$ cat src/rtl/ustk_pkg.sv
package ustk_pkg;

   // Pointer motion decoded from one access
   typedef enum logic [1:0] {
      MV_HOLD = 2'd0,   // no pointer change
      MV_PUSH = 2'd1,   // pre-decrement, write new location
      MV_POP  = 2'd2,   // read current, post-increment
      MV_REPL = 2'd3    // read and write together: overwrite top in place
   } ustk_move_e;

   localparam int USTK_DEF_DATA_W = 16;
   localparam int USTK_DEF_DEPTH  = 16;
   localparam int USTK_DEF_RET_W  = 11;

endpackage

$ cat src/rtl/ustk_decode.sv
module ustk_decode
   import ustk_pkg::*;
(
   input  logic       rd_en,
   input  logic       wr_en,
   input  logic       pp_en,
   output ustk_move_e move
);

   always_comb begin
      move = MV_HOLD;
      if (pp_en) begin
         unique case ({rd_en, wr_en})
            2'b01:   move = MV_PUSH;
            2'b10:   move = MV_POP;
            2'b11:   move = MV_REPL;
            default: move = MV_HOLD;
         endcase
      end
   end

endmodule

$ cat src/rtl/ustk_src_sel.sv
module ustk_src_sel #(
   parameter int DATA_W = 16
) (
   input  logic              src_sel,
   input  logic [DATA_W-1:0] bus_data,
   input  logic [DATA_W-1:0] shf_data,
   output logic [DATA_W-1:0] wdata
);

   assign wdata = src_sel ? shf_data : bus_data;

endmodule

$ cat src/rtl/ustk_ptr.sv
module ustk_ptr
   import ustk_pkg::*;
#(
   parameter int              PTR_W   = 4,
   parameter bit              RST_EN  = 1'b0,
   parameter logic [PTR_W-1:0] RST_VAL = '0
) (
   input  logic             clk,
   input  logic             rst_n,
   input  ustk_move_e       move,
   input  logic             ld_en,
   input  logic [PTR_W-1:0] ld_val,
   output logic [PTR_W-1:0] ptr_q,
   output logic [PTR_W-1:0] ptr_dn
);

   logic [PTR_W-1:0] ptr_up;
   logic [PTR_W-1:0] ptr_nxt;

   // Modulo arithmetic: no overflow or underflow guard
   assign ptr_dn = ptr_q - PTR_W'(1);
   assign ptr_up = ptr_q + PTR_W'(1);

   always_comb begin
      if (ld_en) begin
         ptr_nxt = ld_val;             // literal load wins
      end else begin
         unique case (move)
            MV_PUSH: ptr_nxt = ptr_dn;
            MV_POP:  ptr_nxt = ptr_up;
            default: ptr_nxt = ptr_q;
         endcase
      end
   end

   generate
      if (RST_EN) begin : g_rst
         always_ff @(posedge clk or negedge rst_n) begin
            if (!rst_n) ptr_q <= RST_VAL;
            else        ptr_q <= ptr_nxt;
         end
      end else begin : g_norst
         // Pointer is undefined until loaded; reset leaves it alone
         logic unused_rst;
         assign unused_rst = rst_n;
         always_ff @(posedge clk) begin
            ptr_q <= ptr_nxt;
         end
      end
   endgenerate

endmodule

$ cat src/rtl/ustk_rf.sv
module ustk_rf #(
   parameter int DATA_W = 16,
   parameter int DEPTH  = 16,
   parameter int ADDR_W = $clog2(DEPTH)
) (
   input  logic              clk,
   input  logic              we,
   input  logic [ADDR_W-1:0] waddr,
   input  logic [DATA_W-1:0] wdata,
   input  logic [ADDR_W-1:0] raddr,
   output logic [DATA_W-1:0] rdata
);

   logic [DEPTH-1:0][DATA_W-1:0] words;

   generate
      for (genvar gi = 0; gi < DEPTH; gi++) begin : g_word
         logic              hit;
         logic [DATA_W-1:0] word_q;
         assign hit = we && (waddr == ADDR_W'(gi));
         always_ff @(posedge clk) begin
            if (hit) word_q <= wdata;
         end
         assign words[gi] = word_q;
      end
   endgenerate

   assign rdata = words[raddr];

endmodule

$ cat src/rtl/ustk_top.sv
module ustk_top
   import ustk_pkg::*;
#(
   parameter int DATA_W     = USTK_DEF_DATA_W,
   parameter int DEPTH      = USTK_DEF_DEPTH,
   parameter int RET_W      = USTK_DEF_RET_W,
   parameter bit PTR_RST_EN = 1'b0,
   localparam int PTR_W     = $clog2(DEPTH)
) (
   input  logic              clk,
   input  logic              rst_n,
   input  logic              rd_en,
   input  logic              wr_en,
   input  logic              pp_en,
   input  logic              ld_en,
   input  logic [PTR_W-1:0]  ld_val,
   input  logic              src_sel,
   input  logic [DATA_W-1:0] bus_data,
   input  logic [DATA_W-1:0] shf_data,
   output logic [DATA_W-1:0] tos,
   output logic [PTR_W-1:0]  ptr,
   output logic [RET_W-1:0]  ret_addr
);

   // Elaboration-time parameter checks
   generate
      if (DEPTH < 2 || DEPTH != (1 << PTR_W)) begin : g_bad_depth
         $error("ustk_top: DEPTH must be a power of two of at least 2");
      end
      if (RET_W < 1 || RET_W > DATA_W) begin : g_bad_ret
         $error("ustk_top: RET_W must lie in 1..DATA_W");
      end
   endgenerate

   ustk_move_e        move;
   logic [DATA_W-1:0] wdata;
   logic [PTR_W-1:0]  ptr_q;
   logic [PTR_W-1:0]  ptr_dn;
   logic [PTR_W-1:0]  waddr;

   ustk_decode u_dec (
      .rd_en (rd_en),
      .wr_en (wr_en),
      .pp_en (pp_en),
      .move  (move)
   );

   ustk_src_sel #(.DATA_W(DATA_W)) u_sel (
      .src_sel  (src_sel),
      .bus_data (bus_data),
      .shf_data (shf_data),
      .wdata    (wdata)
   );

   ustk_ptr #(.PTR_W(PTR_W), .RST_EN(PTR_RST_EN)) u_ptr (
      .clk    (clk),
      .rst_n  (rst_n),
      .move   (move),
      .ld_en  (ld_en),
      .ld_val (ld_val),
      .ptr_q  (ptr_q),
      .ptr_dn (ptr_dn)
   );

   // Push writes the pre-decremented slot; every other write uses the pointer
   assign waddr = (move == MV_PUSH) ? ptr_dn : ptr_q;

   ustk_rf #(.DATA_W(DATA_W), .DEPTH(DEPTH), .ADDR_W(PTR_W)) u_rf (
      .clk   (clk),
      .we    (wr_en),
      .waddr (waddr),
      .wdata (wdata),
      .raddr (ptr_q),
      .rdata (tos)
   );

   assign ptr      = ptr_q;
   assign ret_addr = tos[RET_W-1:0];

endmodule

$ cat config.mk
export PLATFORM = sky130hd
export DESIGN_NAME = ustk_top
export DESIGN_NICKNAME = d
export VERILOG_FILES = /design/src/rtl/ustk_pkg.sv /design/src/rtl/ustk_decode.sv /design/src/rtl/ustk_src_sel.sv /design/src/rtl/ustk_ptr.sv /design/src/rtl/ustk_rf.sv /design/src/rtl/ustk_top.sv
export SDC_FILE = /design/constraint.sdc
export NUM_CORES = 1
export LEC_CHECK = 0
export ABC_AREA = 1
export BUFFER_PORTS_ARGS = -buffer_cell sky130_fd_sc_hd__clkbuf_2
export CAP_MARGIN = 25
export CORE_ASPECT_RATIO = 0.75
export CORE_MARGIN = 1.5
export CORE_UTILIZATION = 40
export DETAILED_ROUTE_END_ITERATION = 10
export GPL_ROUTABILITY_DRIVEN = 0
export PLACE_DENSITY = 0.53
export SYNTH_ARGS = -nofsm -noshare
export SYNTH_HDL_FRONTEND = slang
export SYNTH_SLANG_ARGS = --single-unit
export TNS_END_PERCENT = 20
$ cat constraint.sdc
create_clock -name clk -period 3.4 [get_ports clk]
set_input_delay 0.68 -clock clk [delete_from_list [all_inputs] [get_ports clk]]
set_output_delay 0.68 -clock clk [all_outputs]
set_load 0.02 [all_outputs]
=== Word level (Yosys, flattened, before mapping) ===
Index checks and enable logic that the tools add are counted.

* Flip-flop bits (word level): 260
* Latch bits: 0
* RAM bits: 0
* Bits in read-only memories: 0
* Input bits: 43
* Output and inout port bits: 31
* Memories: 0

* $add $sub $neg: 2
* Multipliers: 0
* Divide/modulo/power cells: 0
* $lt $le $gt $ge: 1
* Equality and inequality tests: 20
* Shifts and indexed selects: 0
* Multiplexer cells: 8
* Bitwise gates (word level): 0
* Reduce and logical (&&, ||, !) cells: 18

{| class="wikitable"
|+ Operators by type and width
! operator !! number
|-
| binary-select mux 16 bit (select 4 bit) || 1
|-
| equality test 4 bit, second input constant || 8
|-
| 2-to-1 mux 16 bit || 2
|-
| equality test 4 x 3 -> 1 bit, second input constant || 4
|-
| logical AND 1 bit || 16
|-
| equality test 4 x 2 -> 1 bit, second input constant || 2
|-
| 2-to-1 mux 4 bit || 2
|-
| case mux 4 bit (2 select lines) || 1
|-
| equality test 2 bit, second input constant || 3
|-
| case mux 2 bit (3 select lines) || 1
|-
| less-than comparator 4 x 5 -> 1 bit, second input constant || 1
|-
| adder 4 x 1 -> 4 bit, second input constant || 1
|-
| equality test 2 x 1 -> 1 bit, second input constant || 2
|-
| equality test 4 x 1 -> 1 bit, second input constant || 1
|-
| logical NOT 4 bit || 1
|-
| subtractor 4 x 1 -> 4 bit, second input constant || 1
|-
| nonzero test 3 bit || 1
|-
| 2-to-1 mux 2 bit || 1
|}

=== Depth between registers and ports, before layout ===
* Depth after elaboration: 7
* Gate-level depth with buffers: 11
* Gate-level depth less buffers: 9

=== By module ===
From an unflattened synthesis, not the netlist that was laid out.

* Cell total of the unflattened synthesis: 1180
* Area, all modules: 11785.1 µm²

{| class="wikitable"
|+ By module, submodules not included
! module !! instances !! cells each !! area each (µm²) !! seq. area each (µm²)
|-
| ustk_rf || 1 || 1060 || 11075.6 || 7687.4
|-
| ustk_ptr || 1 || 39 || 307.8 || 120.1
|-
| ustk_src_sel || 1 || 52 || 244.0 || 0.0
|-
| ustk_top || 1 || 25 || 142.6 || 0.0
|-
| ustk_decode || 1 || 4 || 15.0 || 0.0
|}

=== Least setup slack after synthesis ===
No wires, ideal clock.

* Path type: register -> register
* Start point: register u_ptr.ptr_q[1]
* End point: register u_rf.g_word[0].word_q[0] (enable)
* Arrival time: 2.327 ns
* Path slack: 0.685 ns
* Cell stages (with the launch flop): 11
* Path buffers: 2
* Clock period less this slack: 2.715 ns
* Cells stage by stage: edfxtp_1 > inv_1 > buf_2 > buf_2 > ha_1 > inv_1 > nand2_1 > nand2_1 > o21ai_4 > nand3_2 > nor2_1

* Word-level cells in the longest chain between the ends: 4

{| class="wikitable"
|+ Ends and longest elaborated chain
! what !! RTL line !! text
|-
| start, declared || ustk_ptr.sv:13 || <nowiki>output logic [PTR_W-1:0] ptr_q,</nowiki>
|-
| start signal, assigned || ustk_ptr.sv:47 || <nowiki>ptr_q <= ptr_nxt;</nowiki>
|-
| subtractor 4 x 1 -> 4 bit || ustk_ptr.sv:21 || <nowiki>assign ptr_dn = ptr_q - PTR_W'(1);</nowiki>
|-
| 2-to-1 mux 4 bit * || ustk_top.sv:66 || <nowiki>assign waddr = (move == MV_PUSH) ? ptr_dn : ptr_q;</nowiki>
|-
| logical NOT 4 bit * || ustk_rf.sv:20 || <nowiki>assign hit = we && (waddr == ADDR_W'(gi));</nowiki>
|-
| logical AND 1 bit * || ustk_rf.sv:20 ||
|-
| named net u_rf.g_word[0].hit || ustk_rf.sv:18 || <nowiki>logic hit;</nowiki>
|-
| end signal, assigned || ustk_rf.sv:22 || <nowiki>if (hit) word_q <= wdata;</nowiki>
|-
| end, declared || ustk_rf.sv:19 || <nowiki>logic [DATA_W-1:0] word_q;</nowiki>
|}

The timed path passes the listed nets; every way through them passes the cells marked *.
A chain may end at the register's enable or synchronous reset.

=== Worst setup path in the final report ===
* Start point: register u_ptr.ptr_q[0]
* End point: output tos[4]

* Word-level cells in the longest chain between the ends: 2

{| class="wikitable"
|+ Ends and longest elaborated chain
! what !! RTL line !! text
|-
| binary-select mux 16 bit (select 4 bit) || ustk_rf.sv:28 || <nowiki>assign rdata = words[raddr];</nowiki>
|-
| 2-to-1 mux 16 bit (implied by the code) || ustk_rf.sv:28 ||
|-
| end, declared || ustk_top.sv:20 || <nowiki>output logic [DATA_W-1:0] tos,</nowiki>
|}

Every way passes these cells. The select of a mux whose other input is x is not followed.

==> impl_metrics.ini <==
[setup_path]
critPathRequiredTime_ns = 2.72
worstPathArrival_ns = 2.51
start_kind = flip-flop
worstSetupPathType = flip-flop to primary output
r2r-start = u_ptr.ptr_q[0]
setup.worst_path.start = u_ptr.ptr_q[0]
endpoint_kind = primary output
path_max_fanout = 136

[timing]
totalNegativeSetupSlack_ns = 0
max_freq_mhz = 313
hold_viol_final = 0
relSlewSlack_pct = 46.2
drv_slew = 0
period_share_pct = 93.8
rsz0062_at_grt = false
post-route-min-period_ns = 3.19
hold_ws_ns = 0.447
tightest_slew_ns = 0.806
skew_ns = 0.0122
setup_viol = 0

[drt]
wl_mm = 29.0
vias_per_cell = 4.75
wl_per_cell_um = 17.8
vias = 7725
drc = 0
drt-initial-drc-count = 710
ant_nets = 0
dr.pass1.iters = 6

[global_route]
grt_use_total_pct = 19.3
grt_max_degree = 137
grt_pass1_vias = 7100
grt_pass1_wl_mm = 44.7
grt-ovfl-total = 0
grt_antenna_before_repair = 0

[pwr]
seqPwrFrac_pct = 48.4
p_switching_mw = 2.00
intPower_mw = 5.57
finalPower_mw = 7.57
combPwrFrac_pct = 15.2
leakage_nw = 5.81
p_per_area_nw_per_um2 = 560
ir_drop_uv = 333
swShare_pct = 26.4
p_clk_share_pct = 36.4

[place]
hpwl_mm = 16.8
io_buffers = 72

[floorplanning]
die_width_um = 202
die_h_um = 152
row_count = 54
start_util_pct = 40.7
core_um2 = 29100
ios = 74
die_area_um2 = 30700

[final_layout]
drive_gt1_share_pct = 17.8
fillers = 2700
diodes = 0
finish.utilization_pct = 46.4
syn2layout_area_growth_pct = 14.1
final_nets = 1262

[hold_path]
hp-class = input pin to flip-flop
hp-start = ld_val[0]

[clock_network]
cts_sinks = 260
cts_setup_buffers = 0
cts_resized = 0
numCtsBuffers = 27
cts_tree = yes
root_buffer = clkbuf_16
clk_latency_ns = 0.53
path_clk_slew_ns = 0.06
clk_path_buf_depth = 3
ctsHoldBuffers = 0
h-tree-depth = 1

[logic_synthesis]
synthFlopType = edfxtp_1
synth-adder-area-share_pct = 0.211
yosysSeqAreaShare_pct = 65.9
synth-edff-count = 260
synth_most_common_cell = nand2_1
synth-seq-cells = 260
synth_top_family_by_area = simple AND/OR/NAND/NOR gates
yosysWarnings = 0
synth_common_cells = 266 x nand2_1, 260 x edfxtp_1, 232 x nand3_1
synth_xor_area_share_pct = 0.0739
synthMuxAreaShare_pct = 1.52
netlist.area_leader.share_pct = 65.9
netlist_area_um2 = 11900
synth_cell_types = 28
synth_nets = 1193
synth_compound_area_share_pct = 0.507
synth-simple-area-share_pct = 21.4
yosys-top-cells-area = edfxtp_1 66%, nand3_1 9.8%, nand2_1 8.4%
syn_inst = 1148
yosys.area.top_type = edfxtp_1
syn_area_per_cell_um2 = 10.3
async_flop_share_pct = 0

[run]
drv_cap = 0

[outcome]
status = completed
## layer usage
layer / vias to the layer above / GRT usage, % / routed length [µm]
met5: - / 0 / 0
met4: 0 / 4.02 / 548
met3: 36 / 2.32 / 1710
met2: 208 / 29.0 / 12600
met1: 3635 / 29.8 / 14100
li1: 3846 / - / -
## sequential cells by signal, indices dropped and copies added, names as in the netlist
register	flops
u_ptr.ptr_q	4
u_rf.g_word.word_q	256
## path summary, 6_finish.rpt
kind                                endpoint  slack [ns]  cells after the start
setup / recovery                      tos[4]        0.21                      7
hold / removal                u_ptr.ptr_q[0]        0.45                      3
setup reg to reg  u_rf.g_word[14].word_q[15]        0.64                     10
hold reg to reg               u_ptr.ptr_q[3]        0.95                      4
## cell usage in the layout (no fill, tap or decap), drive strengths merged, types with 5 or more instances in the layout
cell type  netlist  routed
edfxtp         260     260
clkbuf          18     104
or2             34      34
clkinv           2      14
nand3          238     238
mux2            16      16
inv            232     231
nand2          268     268
buf             49      35
nor2            20      20
o21ai            5       5
## critical path: stages (launching register included)
cell,delay [ns]
edfxtp_1,0.46
buf_12,0.22
or2_2,0.47
nand3_1,0.08
nand3_1,0.08
nand3_1,0.13
nand2_1,0.12
clkbuf_2,0.18
## cells by family (layout without fill, tap and decap cells)
kind of cell,Yosys count,after routing
XOR/XNOR,1,1
AND/OR/NAND/NOR,561,561
buffers and inverters,301,386
multiplexers,16,16
adder cells (fa/ha/maj),2,2
AO/OA/AOI/OAI,7,7
flip-flops,260,260
## metrics by stage
step	setup WS [ns]	std cells	instance area (µm²)
finish	0.210	1625	13500
detailed placement	0.658	1580	12700
floorplan	0.685	1148	11900
global placement	0.701	1580	12700
global route	0.0469	1625	13500
CTS	0.203	1625	13500
## power groups by stage
stage	logic (mW)	registers [mW]	clock network [mW]
2_1_floorplan	0.783	3.74	0
3_3_place_gp	1.16	3.74	0
3_5_place_dp	1.16	3.74	0
4_1_cts	1.17	3.67	2.82
5_1_grt	1.27	3.68	2.93
6_report	1.15	3.67	2.76
## layout make-up
cell class,instances,area (µm²),area share (%)
Sequential cell,260,7810,57.7
Multi-Input combinational cell,587,2850,21.0
Inverter,234,881,6.51
Timing Repair Buffer,107,698,5.16
Clock buffer,32,694,5.13
Tap cell,392,490,3.63
Clock inverter,13,108,0.796
Power figures use the tool's default switching activity.
